==> config.mk <==
export PLATFORM = sky130hd
export DESIGN_NAME = pms_top
export DESIGN_NICKNAME = d
export VERILOG_FILES = /design/src/rtl/pms_pkg.sv /design/src/rtl/pms_phase_timer.sv /design/src/rtl/pms_seq_fsm.sv /design/src/rtl/pms_col_latch.sv /design/src/rtl/pms_top.sv
export SDC_FILE = /design/constraint.sdc
export NUM_CORES = 1
export LEC_CHECK = 0
export BUFFER_PORTS_ARGS = -buffer_cell sky130_fd_sc_hd__buf_2
export CORE_AREA = 2 2 419 421
export DETAILED_ROUTE_END_ITERATION = 10
export DIE_AREA = 0 0 421 423
export GPL_TIMING_DRIVEN = 0
export MAX_ROUTING_LAYER = met4
export PLACE_DENSITY = 0.3
export SLEW_MARGIN = 20
export SYNTH_ARGS = -nofsm -noshare
export SYNTH_HDL_FRONTEND = slang
export SYNTH_SLANG_ARGS = --single-unit
==> constraint.sdc <==
create_clock -name clk -period 6.4 [get_ports clk]
set_input_delay 0 -clock clk [delete_from_list [all_inputs] [get_ports clk]]
set_output_delay 0 -clock clk [all_outputs]
set_load 0.01 [all_outputs]
==> src/rtl/pms_pkg.sv <==
package pms_pkg;

    typedef enum logic [2:0] {
        PH_IDLE      = 3'd0,
        PH_PRECHARGE = 3'd1,
        PH_WORDLINE  = 3'd2,
        PH_PLATE     = 3'd3,
        PH_SENSE     = 3'd4,
        PH_RESTORE   = 3'd5,
        PH_DONE      = 3'd6
    } phase_e;

    typedef struct packed {
        logic precharge;
        logic wl_en;
        logic plate;
        logic sense;
        logic restore;
    } strobe_t;

    // Fixed phase order of one access
    function automatic phase_e phase_after(phase_e p);
        case (p)
            PH_IDLE:      return PH_PRECHARGE;
            PH_PRECHARGE: return PH_WORDLINE;
            PH_WORDLINE:  return PH_PLATE;
            PH_PLATE:     return PH_SENSE;
            PH_SENSE:     return PH_RESTORE;
            PH_RESTORE:   return PH_DONE;
            default:      return PH_IDLE;
        endcase
    endfunction

    // Phases whose length comes from a configuration input
    function automatic logic is_timed(phase_e p);
        return (p == PH_PRECHARGE) || (p == PH_WORDLINE) || (p == PH_PLATE) ||
               (p == PH_SENSE) || (p == PH_RESTORE);
    endfunction

    // Array strobes that belong to each phase
    function automatic strobe_t strobes_of(phase_e p);
        strobe_t s;
        s = '0;
        case (p)
            PH_PRECHARGE: s.precharge = 1'b1;
            PH_WORDLINE:  s.wl_en = 1'b1;
            PH_PLATE:     begin s.wl_en = 1'b1; s.plate = 1'b1; end
            PH_SENSE:     begin s.wl_en = 1'b1; s.sense = 1'b1; end
            PH_RESTORE:   begin s.wl_en = 1'b1; s.restore = 1'b1; end
            default:      s = '0;
        endcase
        return s;
    endfunction

endpackage

==> src/rtl/pms_phase_timer.sv <==
module pms_phase_timer #(
    parameter int CNT_W = 4
) (
    input  logic             clk,
    input  logic             rst,
    input  logic             load,
    input  logic [CNT_W-1:0] len,
    output logic             last
);
    logic [CNT_W-1:0] remain_q;

    // Remaining cycles after the current one; zero length behaves as one
    always_ff @(posedge clk) begin
        if (rst) begin
            remain_q <= '0;
        end else if (load) begin
            remain_q <= (len == '0) ? '0 : len - CNT_W'(1);
        end else if (remain_q != '0) begin
            remain_q <= remain_q - CNT_W'(1);
        end
    end

    assign last = (remain_q == '0);
endmodule

==> src/rtl/pms_seq_fsm.sv <==
module pms_seq_fsm
    import pms_pkg::*;
(
    input  logic   clk,
    input  logic   rst,
    input  logic   start,
    input  logic   phase_last,
    output phase_e phase,
    output phase_e phase_nxt,
    output logic   advance
);
    phase_e phase_q;

    always_comb begin
        phase_nxt = phase_after(phase_q);
        case (phase_q)
            PH_IDLE: advance = start;
            PH_DONE: advance = 1'b1;
            default: advance = phase_last;
        endcase
    end

    always_ff @(posedge clk) begin
        if (rst) begin
            phase_q <= PH_IDLE;
        end else if (advance) begin
            phase_q <= phase_nxt;
        end
    end

    assign phase = phase_q;
endmodule

==> src/rtl/pms_col_latch.sv <==
module pms_col_latch #(
    parameter int BSEL_W = 5,
    localparam int NBYTES = 1 << BSEL_W,
    localparam int NBITS = NBYTES * 8
) (
    input  logic              clk,
    input  logic              rst,
    input  logic              capture,
    input  logic [NBITS-1:0]  bl_t,
    input  logic [NBITS-1:0]  bl_c,
    input  logic              is_write,
    input  logic [BSEL_W-1:0] byte_sel,
    input  logic [7:0]        wdata,
    output logic [NBITS-1:0]  col_q,
    output logic [7:0]        old_q
);
    logic [NBITS-1:0] decided;
    logic [NBITS-1:0] merged;

    // Pair decision: true line must win outright; ties read as zero
    assign decided = bl_t & ~bl_c;

    for (genvar b = 0; b < NBYTES; b++) begin : g_merge
        assign merged[b*8 +: 8] =
            (is_write && (byte_sel == BSEL_W'(b))) ? wdata : decided[b*8 +: 8];
    end

    always_ff @(posedge clk) begin
        if (rst) begin
            col_q <= '0;
            old_q <= '0;
        end else if (capture) begin
            col_q <= merged;
            old_q <= decided[{byte_sel, 3'b000} +: 8];
        end
    end
endmodule

==> src/rtl/pms_top.sv <==
module pms_top
    import pms_pkg::*;
#(
    parameter int ADDR_W = 13,
    parameter int COL_W  = 8,
    parameter int CNT_W  = 4,
    localparam int BSEL_W = ADDR_W - COL_W,
    localparam int COL_BITS = (1 << BSEL_W) * 8
) (
    input  logic                clk,
    input  logic                rst,
    input  logic                req_valid,
    input  logic                req_write,
    input  logic [ADDR_W-1:0]   req_addr,
    input  logic [7:0]          req_wdata,
    output logic                req_ready,
    output logic                rsp_valid,
    output logic [7:0]          rsp_rdata,
    input  logic [CNT_W-1:0]    cyc_precharge,
    input  logic [CNT_W-1:0]    cyc_wordline,
    input  logic [CNT_W-1:0]    cyc_plate,
    input  logic [CNT_W-1:0]    cyc_sense,
    input  logic [CNT_W-1:0]    cyc_restore,
    output logic                arr_precharge,
    output logic                arr_wl_en,
    output logic [COL_W-1:0]    arr_wl_sel,
    output logic                arr_plate,
    output logic                arr_sense,
    output logic                arr_restore,
    output logic [COL_BITS-1:0] arr_wr_t,
    output logic [COL_BITS-1:0] arr_wr_c,
    input  logic [COL_BITS-1:0] arr_bl_t,
    input  logic [COL_BITS-1:0] arr_bl_c
);
    typedef struct packed {
        logic              write;
        logic [ADDR_W-1:0] addr;
        logic [7:0]        wdata;
    } req_t;

    req_t             req_q;
    phase_e           phase;
    phase_e           phase_nxt;
    logic             advance;
    logic             timer_last;
    logic             timer_load;
    logic [CNT_W-1:0] timer_len;
    logic             accept;
    strobe_t          strb;
    logic [COL_BITS-1:0] col_q;

    assign req_ready = (phase == PH_IDLE);
    assign accept    = req_valid && req_ready;

    always_ff @(posedge clk) begin
        if (rst) begin
            req_q <= '0;
        end else if (accept) begin
            req_q <= '{write: req_write, addr: req_addr, wdata: req_wdata};
        end
    end

    pms_seq_fsm u_fsm (
        .clk        (clk),
        .rst        (rst),
        .start      (req_valid),
        .phase_last (timer_last),
        .phase      (phase),
        .phase_nxt  (phase_nxt),
        .advance    (advance)
    );

    // Length of the phase being entered
    always_comb begin
        case (phase_nxt)
            PH_PRECHARGE: timer_len = cyc_precharge;
            PH_WORDLINE:  timer_len = cyc_wordline;
            PH_PLATE:     timer_len = cyc_plate;
            PH_SENSE:     timer_len = cyc_sense;
            PH_RESTORE:   timer_len = cyc_restore;
            default:      timer_len = '0;
        endcase
    end

    assign timer_load = advance && is_timed(phase_nxt);

    pms_phase_timer #(.CNT_W(CNT_W)) u_timer (
        .clk  (clk),
        .rst  (rst),
        .load (timer_load),
        .len  (timer_len),
        .last (timer_last)
    );

    pms_col_latch #(.BSEL_W(BSEL_W)) u_col (
        .clk      (clk),
        .rst      (rst),
        .capture  ((phase == PH_SENSE) && timer_last),
        .bl_t     (arr_bl_t),
        .bl_c     (arr_bl_c),
        .is_write (req_q.write),
        .byte_sel (req_q.addr[BSEL_W-1:0]),
        .wdata    (req_q.wdata),
        .col_q    (col_q),
        .old_q    (rsp_rdata)
    );

    assign strb          = strobes_of(phase);
    assign arr_precharge = strb.precharge;
    assign arr_wl_en     = strb.wl_en;
    assign arr_plate     = strb.plate;
    assign arr_sense     = strb.sense;
    assign arr_restore   = strb.restore;
    assign arr_wl_sel    = req_q.addr[ADDR_W-1 -: COL_W];
    assign arr_wr_t      = col_q;
    assign arr_wr_c      = ~col_q;
    assign rsp_valid     = (phase == PH_DONE);
endmodule

==> Word level (Yosys, flattened, before mapping) <==
Index checks and enable logic that the tools add are counted.
{ "totals": {"register_bits": 293, "input_bits": 557, "out_inout_bits": 535, "elab_cells": 144} }
{ "classes": {"addsub": 2, "n_eq_ne": 42, "shifts": 1, "n_mux": 43, "n_bitwise": 3, "reduce_logical": 46} }
{ "ops": {"columns": ["cell", "count"], "rows": [
  ["$not A256 Y256", 2],
  ["$and A256 B256 Y256", 1],
  ["$mux W8", 32],
  ["$shiftx A256 B9 Y8", 1],
  ["$eq A5 B5 Y1 const B", 16],
  ["$eq A5 B4 Y1 const B", 8],
  ["$logic_and A1 B1 Y1", 35],
  ["$eq A5 B3 Y1 const B", 4],
  ["$pmux W4 S5", 1],
  ["$pmux W3 S6", 1],
  ["$eq A3 B3 Y1 const B", 5],
  ["$eq A3 B2 Y1 const B", 4],
  ["$mux W4", 3],
  ["$eq A5 B2 Y1 const B", 2],
  ["$logic_not A4 Y1", 2],
  ["$sub A4 B1 Y4 const B", 2],
  ["$eq A3 B1 Y1 const B", 2],
  ["$eq A5 B1 Y1 const B", 1],
  ["$logic_not A5 Y1", 1],
  ["$mux W1", 5],
  ["$logic_or A1 B1 Y1", 4],
  ["$reduce_bool A4 Y1", 1],
  ["$reduce_or A4 Y1", 1],
  ["$logic_not A3 Y1", 1],
  ["other kinds (2)", 2]
]} }

==> Logic depth before layout (Yosys ltp) <==
{ "depth": {"ltp_word": 9, "mapped_depth": 10, "depth_no_buf": 8} }

==> By module <==
From an unflattened synthesis, not the netlist that was laid out.
{ "unflattened": {"hier_cells": 2419, "area_unflattened_um2": 18296.3} }
{ "modules_own_cells": {"columns": ["module", "n_inst", "cells_each", "area_per_inst_um2", "seq_area_each_um2"], "rows": [
  ["pms_col_latch", 1, 1955, 15705.1, 5285.1],
  ["pms_top", 1, 402, 2095.8, 440.4],
  ["pms_phase_timer", 1, 33, 289.0, 80.1],
  ["pms_seq_fsm", 1, 29, 206.4, 60.1]
]} }

==> Least setup slack after synthesis <==
OpenSTA, ideal clock, no wires.
{ "synth_timing": {"kind": "reg2reg", "from": "register u_timer.remain_q[0]", "to": "register u_col.old_q[5]", "setup_time_ns": 0.126, "t_arrival_ns": 2.230, "required_ns": 6.274, "slack_ns": 4.044, "path_stages_with_launch": 10, "path_buffers": 1, "synth_period_minus_slack_ns": 2.356, "path_cell_list": "dfxtp_1 inv_1 ha_1 or3b_1 clkbuf_1 nor3_4 nand2_1 or4_1 nor4_1 nor3_1"} }
{ "synth_between": {"elab_chain_len": 2} }
{ "synth_rtl": {"columns": ["item", "line", "text"], "rows": [
  ["from (decl)", "pms_phase_timer.sv:10", "logic [CNT_W-1:0] remain_q;"],
  ["from (signal assigned)", "pms_phase_timer.sv:17", "remain_q <= (len == '0) ? '0 : len - CNT_W'(1);"],
  ["from (signal assigned)", "pms_phase_timer.sv:19", "remain_q <= remain_q - CNT_W'(1);"],
  ["$logic_not A4 Y1", "pms_phase_timer.sv:23", "assign last = (remain_q == '0);"],
  ["$logic_and A1 B1 Y1", "pms_top.sv:98", ".capture ((phase == PH_SENSE) && timer_last),"],
  ["to (signal assigned)", "pms_col_latch.sv:34", "old_q <= decided[{byte_sel, 3'b000} +: 8];"],
  ["to (decl)", "pms_col_latch.sv:15", "output logic [7:0] old_q"]
]} }
Every way passes these cells.
A chain may end at the register's enable or synchronous reset.

==> Final worst setup path <==
{ "layout_timing": {"from": "register req_q[9] (netlist name)", "to": "register u_col.old_q[6]"} }
{ "layout_between": {"elab_chain_len": 1} }
{ "layout_rtl": {"columns": ["item", "line", "text"], "rows": [
  ["from (decl)", "pms_top.sv:41", "req_t req_q;"],
  ["from (signal assigned)", "pms_top.sv:59", "req_q <= '{write: req_write, addr: req_addr, wdata: req_wdata};"],
  ["$shiftx A256 B9 Y8", "pms_col_latch.sv:34", null]
]} }
Every way passes these cells.

==> metrics.txt <==
total number of vias=25121; #FFs+latches synth=293; largest net degree at the start of global routing=14; CTS tree=built; Sw Ratio=40.2%; Post CTS Setup Buffer Count=0; Min-Delay Path Class=in2reg; initial DRC count=2247; RSZ-0062 raised after global routing=false; Mapped Cells=2254; layout cells sized above 1=34.1%; Post-Synth XOR/XNOR Area=0.150%; Power Density=230 nW/µm²; met1 Resource Use GR=29.7%; Slew Limit Fails=0; Power Internal=4410 µW; P_leak=0.0129 µW; post-CTS sizing=0; Die ar.=178000 µm²; Post-Synth Adder-Cell Area=0.0715%; Final Cycle Share=88.9%; worst-path cell chain=buf_2 > buf_2 > nor2_1 > nand2_1 > nor3b_1 > a31oi_1 > dlygate4sd3_1 > o2111ai_1 > dlygate4sd3_1 > o211a_1 > dlygate4sd3_1; Initial Util=10.1%; Clock power frac=37.6%; drt wl/cell=34.5 µm; critical path's largest stage delay=1030 ps; unique cell type count in the Yosys netlist=70; vias in the first global route=25093; DRC=0; top cells by count, synth=a211oi_1, inv_1, dfxtp_1; P&R area growth vs syn=82.8%; most common cell in the netlist=a211oi_1; status=finished clean; most used cell, CP=dlygate4sd3_1; simple-gate portion of the synthesized area=22.9%; Slew @ Worst Pin=1270 ps; Crit Path Max Fanout=10; first-pass GRT wire length=268 mm; Num CTS Buffers=46; Mapped Nets=2812; largest family of logic cells by synthesized area=compound AO/OA/AOI/OAI gates; initial antenna violation count=68; Reg power frac=27.1%; I/O Buffers=1090; Tmin final=5690 ps; Cell Rows=153; via-per-instance ratio=4.06; Post-synth EDFFs=0; CP Class=reg2reg; maximum vdd drop=0.000165 V; Final ANT Viol Nets=0; clock skew=51.0 ps; clk_lat worst skew=670 ps; Ys Warns=0; Post-synth ARST share=0%; DR pass1 iterations=6; die height=423 µm; Total Wirelength=213 mm; final hold vios=0; crit end category=flop; slowest stage cell, crit path=nor2_1; critical path required time=7010 ps; Switch Pwr=2960 µW; Final #Nets=4350; GRT Util Overall=23.7%; Synth area leaders=dfxtp_1, a211oi_1, inv_1, nor3b_1, mux2i_1; clk sinks=293; Arr. time, crit path=6300 ps; largest area contributor in the netlist=dfxtp_1; root buffer selected by CTS=clkbuf_16; clock-pin slew on the worst setup and hold paths=60 ps; Max-slew headroom=15.0%; I/O pins=1092; DIE WIDTH=421 µm; sequential fraction of the synthesis area=33.5%; Synth Cell Area=17500 µm²; grt total ovfl=0; grt peak-use layer=met2; Post-Syn Area per Cell=7.76 µm²; clk buf depth=3; met2 Track Usage GR=39.3%; final setup fails=0; max cap viols=0; post-synthesis mux area share=7.38%; Max Fclk=176 MHz; met3 usage=3.38%; htree depth=2; Routability Congestion=0.930; Synth top area share=33.5%; Core ar.=173000 µm²; Compound-Gate Fraction of Synth Area=24.9%; post-detail-place hpwl=180 mm; Worst setup SP type=flop; Design Power=7370 µW; ys flop type=dfxtp_1; power share of the combinational group=35.3%; final design utilization=18.5%
cell families after synthesis:
family,count (synthesis)
XOR/XNOR,3
adder cells (fa/ha/maj),1
buffers and inverters,503
flip-flops,293
multiplexers,112
AO/OA/AOI/OAI,610
AND/OR/NAND/NOR,732
registers in the layout, summed over array words and instances, names as in the netlist:
name	cells
u_col.col_q	256
req_q	14
arr_wl_sel	8
u_col.old_q	8
u_timer.remain_q	4
u_fsm.phase	3
through the flow:
stage	TNS (ps)	instances	worst slack [ps]	hold WS [ps]	instance area, µm²
2_1_floorplan	0	2254	4040	136	17500
3_3_place_gp	-493	5669	-493	245	25900
3_5_place_dp	0	5696	1450	250	26600
4_1_cts	0	6153	687	1.65	31900
5_1_grt	0	6177	657	25.5	32000
6_report	0	6185	709	16.2	32000
cell type report:
type                    instances  area (µm²)
diodes                         32        80.1
flip-flops and latches        293        5870
clock buffers                  61        1300
inverters                     305        1140
well taps                    2325        2910
repair buffers               1490        9800
clock inverters                23         280
multi-input cells            1458        9760
fillers                     19900      141000
plain buffers                 198         851
power groups by stage:
stage | clock network (µW) | logic, µW | registers, µW
after CTS | 2860 | 2620 | 2000
final | 2770 | 2600 | 2000
after detailed placement | 0 | 2390 | 2040
after floorplan | 0 | 875 | 2020
after global placement | 0 | 2250 | 2040
after global routing | 2910 | 2720 | 2010
path summary, 6_finish.rpt:
| path | startpoint | to | slack (ps) | depth (start not counted) |
|---|---|---|---|---|
| min reg2reg | arr_wl_sel[2] | arr_wl_sel[2] | 450 | 2 |
| max | req_q[9] | u_col.old_q[6] | 710 | 11 |
| min | arr_bl_c[33] | u_col.col_q[33] | 20 | 4 |
| max reg2reg | req_q[9] | u_col.old_q[6] | 710 | 11 |
layout by cell type (no fill, tap or decap), types with 13 or more instances in the layout:
| master | Yosys | routed |
|---|---|---|
| buf_2 | 19 | 1112 |
| a211oi_1 | 384 | 383 |
| dlygate4sd3_1 | 0 | 373 |
| inv_1 | 304 | 304 |
| dfxtp_1 | 293 | 293 |
| nor2_1 | 243 | 242 |
| nor3b_1 | 150 | 148 |
| clkbuf_1 | 161 | 128 |
| nor2b_1 | 105 | 102 |
| a21oi_1 | 100 | 100 |
| mux2i_1 | 93 | 93 |
| nand2_1 | 81 | 81 |
| nand2b_1 | 58 | 58 |
| clkbuf_16 | 0 | 46 |
| clkbuf_2 | 1 | 40 |
| diode_2 | 0 | 32 |
| o21ai_0 | 23 | 23 |
| nor3_1 | 23 | 22 |
| buf_16 | 0 | 18 |
| nand3b_1 | 17 | 17 |
| mux4_2 | 13 | 13 |
per-layer routing:
| metal | share of wire, % | routed length [µm] |
|---|---|---|
| met4 | 2.9 | 6210 |
| met5 | 0 | 0 |
| met2 | 49 | 104000 |
| met1 | 43 | 91800 |
| met3 | 5.5 | 11700 |
critical path: cells and delay by family, from the launching register on:
kind	cells	cell delay [ps]
buffers and inverters	5	2350
flip-flops	1	330
AO/OA/AOI/OAI	3	380
AND/OR/NAND/NOR	3	2580
repair_timing:
| action | 4_1_cts | 5_1_grt |
|---|---|---|
| setup endpoints to repair | 0 | 0 |
| endpoints found under the hold margin | 210 | 0 |
| hold buffers | 373 | 0 |
Note: power is estimated with default switching activity, not from simulation.
